File: config.mk
export PLATFORM = sky130hd
export DESIGN_NAME = iram_ctrl
export DESIGN_NICKNAME = d
export VERILOG_FILES = /design/src/rtl/iram_pkg.sv /design/src/rtl/iram_decode.sv /design/src/rtl/iram_bitops.sv /design/src/rtl/iram_store.sv /design/src/rtl/iram_ctrl.sv
export SDC_FILE = /design/constraint.sdc
export NUM_CORES = 2
export LEC_CHECK = 0
export ABC_CLOCK_PERIOD_IN_PS = 4500
export BUFFER_PORTS_ARGS = -buffer_cell sky130_fd_sc_hd__clkbuf_2
export CORE_MARGIN = 4
export CORE_UTILIZATION = 65
export DETAILED_ROUTE_END_ITERATION = 10
export MAX_ROUTING_LAYER = met4
export PLACE_DENSITY = 0.81
export REMOVE_ABC_BUFFERS = 1
export SYNTH_ARGS = -nofsm -noshare
export SYNTH_HDL_FRONTEND = slang
export SYNTH_SLANG_ARGS = --single-unit
File: constraint.sdc
create_clock -name clk -period 4.5 [get_ports clk]
set_input_delay 0 -clock clk [delete_from_list [all_inputs] [get_ports clk]]
set_output_delay 0 -clock clk [all_outputs]
set_load 0.005 [all_outputs]
File: src/rtl/iram_pkg.sv
package iram_pkg;
    localparam int DATA_W   = 8;
    localparam int ADDR_W   = 8;
    localparam int BANK_W   = 2;
    localparam int REGNUM_W = 3;
    localparam int BITPOS_W = $clog2(DATA_W);
    localparam int DEPTH    = 1 << ADDR_W;
    localparam logic [ADDR_W-1:0] BITREG_BASE = 8'h20;

    typedef enum logic [1:0] {
        MODE_REG = 2'b00,
        MODE_DIR = 2'b01,
        MODE_IND = 2'b10,
        MODE_BIT = 2'b11
    } acc_mode_e;

    typedef enum logic {
        ST_IDLE = 1'b0,
        ST_WB   = 1'b1
    } ctrl_state_e;

    typedef struct packed {
        logic                to_sfr;
        logic [ADDR_W-1:0]   phys;
        logic [BITPOS_W-1:0] bitpos;
    } decode_t;

    typedef struct packed {
        ctrl_state_e       state;
        logic [ADDR_W-1:0] wb_addr;
        logic [DATA_W-1:0] wb_data;
        logic              rd_valid;
        logic [DATA_W-1:0] rd_data;
    } ctrl_t;
endpackage

File: src/rtl/iram_decode.sv
module iram_decode
    import iram_pkg::*;
#(
    parameter int AW = ADDR_W,
    parameter int BW = BANK_W,
    parameter int RW = REGNUM_W,
    parameter int PW = BITPOS_W
) (
    input  logic [1:0]    mode,
    input  logic [AW-1:0] addr,
    input  logic [BW-1:0] bank,
    output logic          to_sfr,
    output logic [AW-1:0] phys,
    output logic [PW-1:0] bitpos
);
    localparam int BIT_BYTE_W = AW - 1 - PW;

    always_comb begin
        to_sfr = 1'b0;
        phys   = addr;
        bitpos = addr[PW-1:0];
        unique case (acc_mode_e'(mode))
            MODE_REG: phys = AW'({bank, addr[RW-1:0]});
            MODE_DIR: begin
                to_sfr = addr[AW-1];
                phys   = addr;
            end
            MODE_IND: phys = addr;
            MODE_BIT: phys = BITREG_BASE + AW'(addr[AW-2:PW]);
            default:  phys = addr;
        endcase
    end

    logic [BIT_BYTE_W-1:0] unused_width_probe;
    assign unused_width_probe = addr[AW-2:PW];
endmodule

File: src/rtl/iram_bitops.sv
module iram_bitops #(
    parameter int W  = 8,
    parameter int PW = $clog2(W)
) (
    input  logic [W-1:0]  byte_in,
    input  logic [PW-1:0] pos,
    input  logic          bit_val,
    output logic          sel_bit,
    output logic [W-1:0]  merged
);
    for (genvar i = 0; i < W; i++) begin : g_lane
        assign merged[i] = (pos == PW'(i)) ? bit_val : byte_in[i];
    end

    assign sel_bit = byte_in[pos];
endmodule

File: src/rtl/iram_store.sv
module iram_store #(
    parameter int W  = 8,
    parameter int AW = 8,
    parameter int N  = 1 << AW
) (
    input  logic          clk,
    input  logic          rst_n,
    input  logic          we,
    input  logic [AW-1:0] waddr,
    input  logic [W-1:0]  wdata,
    input  logic [AW-1:0] raddr,
    output logic [W-1:0]  rdata
);
    logic [W-1:0] mem_q [N];
    logic [W-1:0] mem_d [N];

    always_comb begin
        for (int i = 0; i < N; i++) begin
            mem_d[i] = mem_q[i];
        end
        if (we) begin
            mem_d[waddr] = wdata;
        end
    end

    always_ff @(posedge clk or negedge rst_n) begin
        if (!rst_n) begin
            for (int i = 0; i < N; i++) begin
                mem_q[i] <= '0;
            end
        end else begin
            for (int i = 0; i < N; i++) begin
                mem_q[i] <= mem_d[i];
            end
        end
    end

    assign rdata = mem_q[raddr];
endmodule

File: src/rtl/iram_ctrl.sv
module iram_ctrl
    import iram_pkg::*;
(
    input  logic              clk,
    input  logic              rst_n,
    input  logic              req_valid,
    output logic              req_ready,
    input  logic [1:0]        req_mode,
    input  logic              req_we,
    input  logic [ADDR_W-1:0] req_addr,
    input  logic [DATA_W-1:0] req_wdata,
    input  logic [BANK_W-1:0] bank_sel,
    output logic              rd_valid,
    output logic [DATA_W-1:0] rd_data,
    output logic              sfr_re,
    output logic              sfr_we,
    output logic [ADDR_W-1:0] sfr_addr,
    output logic [DATA_W-1:0] sfr_wdata,
    input  logic [DATA_W-1:0] sfr_rdata
);
    ctrl_t cur_q, nxt_d;
    decode_t dec;

    logic              store_we;
    logic [ADDR_W-1:0] store_waddr;
    logic [DATA_W-1:0] store_wdata;
    logic [DATA_W-1:0] store_rdata;
    logic              sel_bit;
    logic [DATA_W-1:0] merged;
    logic              accept;

    iram_decode u_dec (
        .mode   (req_mode),
        .addr   (req_addr),
        .bank   (bank_sel),
        .to_sfr (dec.to_sfr),
        .phys   (dec.phys),
        .bitpos (dec.bitpos)
    );

    iram_store #(.W(DATA_W), .AW(ADDR_W), .N(DEPTH)) u_store (
        .clk   (clk),
        .rst_n (rst_n),
        .we    (store_we),
        .waddr (store_waddr),
        .wdata (store_wdata),
        .raddr (dec.phys),
        .rdata (store_rdata)
    );

    iram_bitops #(.W(DATA_W), .PW(BITPOS_W)) u_bit (
        .byte_in (store_rdata),
        .pos     (dec.bitpos),
        .bit_val (req_wdata[0]),
        .sel_bit (sel_bit),
        .merged  (merged)
    );

    assign req_ready = (cur_q.state == ST_IDLE);
    assign accept    = req_valid && req_ready;
    assign sfr_addr  = req_addr;
    assign sfr_wdata = req_wdata;
    assign rd_valid  = cur_q.rd_valid;
    assign rd_data   = cur_q.rd_data;

    always_comb begin
        nxt_d          = cur_q;
        nxt_d.rd_valid = 1'b0;
        store_we       = 1'b0;
        store_waddr    = dec.phys;
        store_wdata    = req_wdata;
        sfr_re         = 1'b0;
        sfr_we         = 1'b0;
        unique case (cur_q.state)
            ST_IDLE: begin
                if (accept) begin
                    if (dec.to_sfr) begin
                        sfr_we = req_we;
                        sfr_re = !req_we;
                        if (!req_we) begin
                            nxt_d.rd_valid = 1'b1;
                            nxt_d.rd_data  = sfr_rdata;
                        end
                    end else if (acc_mode_e'(req_mode) == MODE_BIT) begin
                        if (req_we) begin
                            nxt_d.state   = ST_WB;
                            nxt_d.wb_addr = dec.phys;
                            nxt_d.wb_data = merged;
                        end else begin
                            nxt_d.rd_valid = 1'b1;
                            nxt_d.rd_data  = {{(DATA_W-1){1'b0}}, sel_bit};
                        end
                    end else begin
                        if (req_we) begin
                            store_we = 1'b1;
                        end else begin
                            nxt_d.rd_valid = 1'b1;
                            nxt_d.rd_data  = store_rdata;
                        end
                    end
                end
            end
            ST_WB: begin
                store_we    = 1'b1;
                store_waddr = cur_q.wb_addr;
                store_wdata = cur_q.wb_data;
                nxt_d.state = ST_IDLE;
            end
            default: nxt_d.state = ST_IDLE;
        endcase
    end

    always_ff @(posedge clk or negedge rst_n) begin
        if (!rst_n) begin
            cur_q <= '{state: ST_IDLE, wb_addr: '0, wb_data: '0,
                       rd_valid: 1'b0, rd_data: '0};
        end else begin
            cur_q <= nxt_d;
        end
    end
endmodule

==> out/qor.csv <==
stage,metric,value,unit
logic_synthesis,ys_seq_area_share,55.6,%
worst_setup_path,r2r_end,rd_data[4],
clock_network,clock_path_buffers,3,
logic_synthesis,synth_warnings,0,
grt,grt_pass1_wl,511000,um
worst_setup_path,cp-end-kind,register,
grt,grtUsageTotal,46.2,%
worst_setup_path,worstPathMaxFanout,22,
detailed_routing,wl_met2,143000,um
logic_synthesis,synth_top_cell_by_area,dfrtp_1,
clock_network,cts-buffers-inserted,206,
grt,grt_max_degree,179,
run_status,status,"complete, but fails checks",
detailed_routing,wirelength,341000,um
floorplanning,initial_utilization,65.7,%
worst_setup_path,worstPathArrival,5.34,ns
cells_and_area,layout.nets,10400,
worst_setup_path,crit_end,rd_data[4],
floorplanning,core,142000,um^2
logic_synthesis,yosys_most_used_dff,dfrtp_1,
floorplanning,io_pins,60,
detailed_routing,met1Wirelength,121000,um
grt,antenna_found_initial,10,
detailed_routing,ant_nets,0,
grt,grt-ovfl-total,0,
timing,tns,-0.227,ns
worst_setup_path,reg2reg_depth,12,
floorplanning,placementRows,138,
worst_setup_path,critPathLaunchType,primary input,
timing,setup_viol,5,
timing,slew_violations,0,
run_status,violations,negative setup slack,
timing,skew,0.0456,ns
floorplanning,dieArea,150000,um^2
floorplanning,die_h,387,um
placed_design,post-dp-hpwl,218000,um
placed_design,portBuffers,59,
detailed_routing,topRoutingLayerUsed,met4,
clock_network,clk_pin_slew,0.06,ns
detailed_routing,vias,84700,
worst_setup_path,reg2reg_from,u_store.mem_q[1884],
hold_path,hp-class,primary input to register,
timing,period_needed,4.57,ns
clock_network,cts.sinks,2074,
power_and_ir_drop,ir_drop,0.000493,V
logic_synthesis,synth_area_per_cell,9.05,um^2
logic_synthesis,synth_edf_count,0,
clock_network,cts_tree,yes,
placed_design,place_congestion,1.07,
timing,relSlewSlack,3.53,%
power_and_ir_drop,cellLeakagePower,46.9,nW
logic_synthesis,netlist_instances,10300,
logic_synthesis,synthesis.area,93400,um^2
flow_run,drv_cap,0,
detailed_routing,via_per_inst,6.82,
detailed_routing,dr_wl_met3,49900,um
worst_setup_path,crit_type,primary input to register,
timing,hold_viol_final,0,
cells_and_area,synthToLayoutAreaGrowth,12.9,%
logic_synthesis,ys_ff_latch,2074,
worst_setup_path,required,5.27,ns
detailed_routing,wl_per_cell,27.4,um
timing,tightestPinTransition,1.45,ns
detailed_routing,drt_iter0_drc,13200,
logic_synthesis,yosys-top-cells-area,"dfrtp_1 56%, a21oi_1 8.5%, nand2_1 7.2%",
power_and_ir_drop,power,0.0458,W
clock_network,cts_root_buffer,clkbuf_16,
detailed_routing,drc_errors,0,
grt,grt_pass1_vias,81400,
cells_and_area,utilization,74.2,%
floorplanning,chipWidth,387,um
worst_setup_path,cp-startpoint,req_mode[0],
cells_and_area,drive_gt1_share,11.9,%
power_and_ir_drop,p_per_area,435,nW/um^2
timing,finalWorstSetupSlack,-0.0659,ns
logic_synthesis,ys_async_sr_fraction,100,%
logic_synthesis,synth_cell_type_count,86,
detailed_routing,dr.pass1.iters,10,
worst_setup_path,reg2reg_slack,0.54,ns
timing,maxClockFrequency,219,MHz
clock_network,clock_tree.htree_level_count,4,
clock_network,clk_latency,0.86,ns
logic_synthesis,synth_top_area_share,55.6,%
timing,min_period_over_period,101,%
==> Yosys cell counts (5+ instances only) <==
cell,n
a2111oi_0,10
a211o_1,6
a211oi_1,159
a21oi_1,1589
a221oi_1,14
a22o_1,6
a22oi_1,21
a311o_1,8
a311oi_1,61
a31oi_1,183
a32o_1,8
a32oi_1,80
and3_1,200
and3b_1,5
buf_1,35
buf_2,297
buf_4,77
buf_6,15
clkbuf_1,470
dfrtp_1,2074
inv_1,9
mux2i_1,174
mux4_2,85
nand2_1,1781
nand2b_1,5
nand3_1,281
nand4_1,40
nor2_1,1693
nor2_2,90
nor2b_1,7
nor3_1,33
nor4_1,16
o2111ai_1,17
o211ai_1,17
o21a_1,8
o21ai_0,617
o21ai_1,6
o221ai_1,7
o22ai_1,33
or4_1,6
==> worst max-delay path, cell delays in order <==
cell and delay, ns:
clkbuf_2 0.11, inv_1 0.05, ha_1 0.71, o21ai_4 0.17, nand2_8 0.29, buf_12 0.28
buf_12 0.19, nand2_1 0.07, a32oi_1 0.35, a22oi_1 0.16, o2111ai_1 0.70, buf_4 0.24
o21ai_1 0.05, or4_1 0.69, buf_4 0.22, nor2_1 0.22, a21oi_1 0.08, dlygate4sd3_1 0.56
a21oi_1 0.14
==> cells by family after synthesis <==
logic type      after synthesis  share of synthesized area (%)
compound gates             2899                           17.5
fa+ha+maj                     3                         0.0402
buf+inv                     906                           4.50
flops                      2074                           55.6
mux                         261                           3.94
simple gates               4183                           18.4
==> power breakdown <==
group / switching, W / internal [W]
logic: 0.00499 / 0.00242
registers: 0.000837 / 0.0201
clock network: 0.00762 / 0.00990
==> cell type report <==
type / instances / area (um^2)
sequential: 2074 / 51900
multi-input combinational: 7346 / 37600
fill: 9835 / 36700
timing repair buffer: 714 / 6610
clock buffer: 306 / 6090
tap: 1890 / 2360
clock inverter: 71 / 795
antenna: 18 / 45.0
inverter: 9 / 33.8
==> cell usage in the layout, fill, tap and decap left out, types with 9 or more instances in the layout <==
cell           netlist  routed
a311oi_1            61      61
o2111ai_1           17      17
buf_4               77     512
clkinv_2             0      39
nor3_1              33      29
bufinv_16            0       9
clkbuf_8             0      54
o22ai_1             33      33
a221oi_1            14      14
and3_1             200     200
dfrtp_1           2074    2073
a31oi_1            183     183
dlygate4sd3_1        0      41
nor4_1              16      15
clkbuf_1           470      45
a32oi_1             80      80
buf_12               2     102
nor2_1            1693    1685
a22oi_1             21      20
mux2i_1            174     166
a211oi_1           159     159
nand4_1             40      40
o211ai_1            17      17
nand2_1           1781    1777
nand3_1            281     281
clkbuf_16            0     207
inv_1                9       9
nor2_2              90      93
mux4_2              85      85
o21ai_0            617     616
a2111oi_0           10       9
a21oi_1           1589    1587
diode_2              0      18
clkbuf_2             1      58
==> per-stage QoR <==
stage          hold slack (ns)  area [um^2]  cells  setup slack [ns]
2_1_floorplan           -0.296        89200   9429             -7.91
3_3_place_gp             0.122        98000  12000             -1.06
3_5_place_dp             0.122        98000  12000             -1.10
4_1_cts                0.00556       105000  12400            0.0549
5_1_grt                  0.124       105000  12400          -0.00592
6_report                0.0924       105000  12400           -0.0659
==> worst min path at each step <==
stage                          to    startpoint  slack [ns]  depth (start not counted)
2_1_floorplan           cur_q[10]         rst_n       -0.30                          0
3_3_place_gp   u_store.mem_q[917]         rst_n        0.12                          1
3_5_place_dp   u_store.mem_q[901]         rst_n        0.12                          1
4_1_cts        u_store.mem_q[516]  req_wdata[4]       0.006                          4
5_1_grt                rd_data[1]  sfr_rdata[1]        0.12                          4
6_report               rd_data[3]   req_mode[1]        0.09                          7
==> registers in the layout, indices dropped and copies added, names as in the netlist <==
register / flops
rd_valid: 1
cur_q: 17
u_store.mem_q: 2048
rd_data: 8
==> timing repair <==
action,CTS,global route
pin swaps,0,1
setup buffers,0,6
hold buffers,41,1
endpoints found under the setup margin,3,8
endpoints found under the hold margin,1433,6
cloned,0,0
gates resized for setup,1,5
==> metal layers <==
metal / up-vias / global-route usage (%)
li1: 35600 / -
met1: 41000 / 59.3
met2: 6581 / 63.0
met3: 1607 / 16.1
met4: 0 / 29.1
met5: - / -
Note: power is estimated with default switching activity, not from simulation.
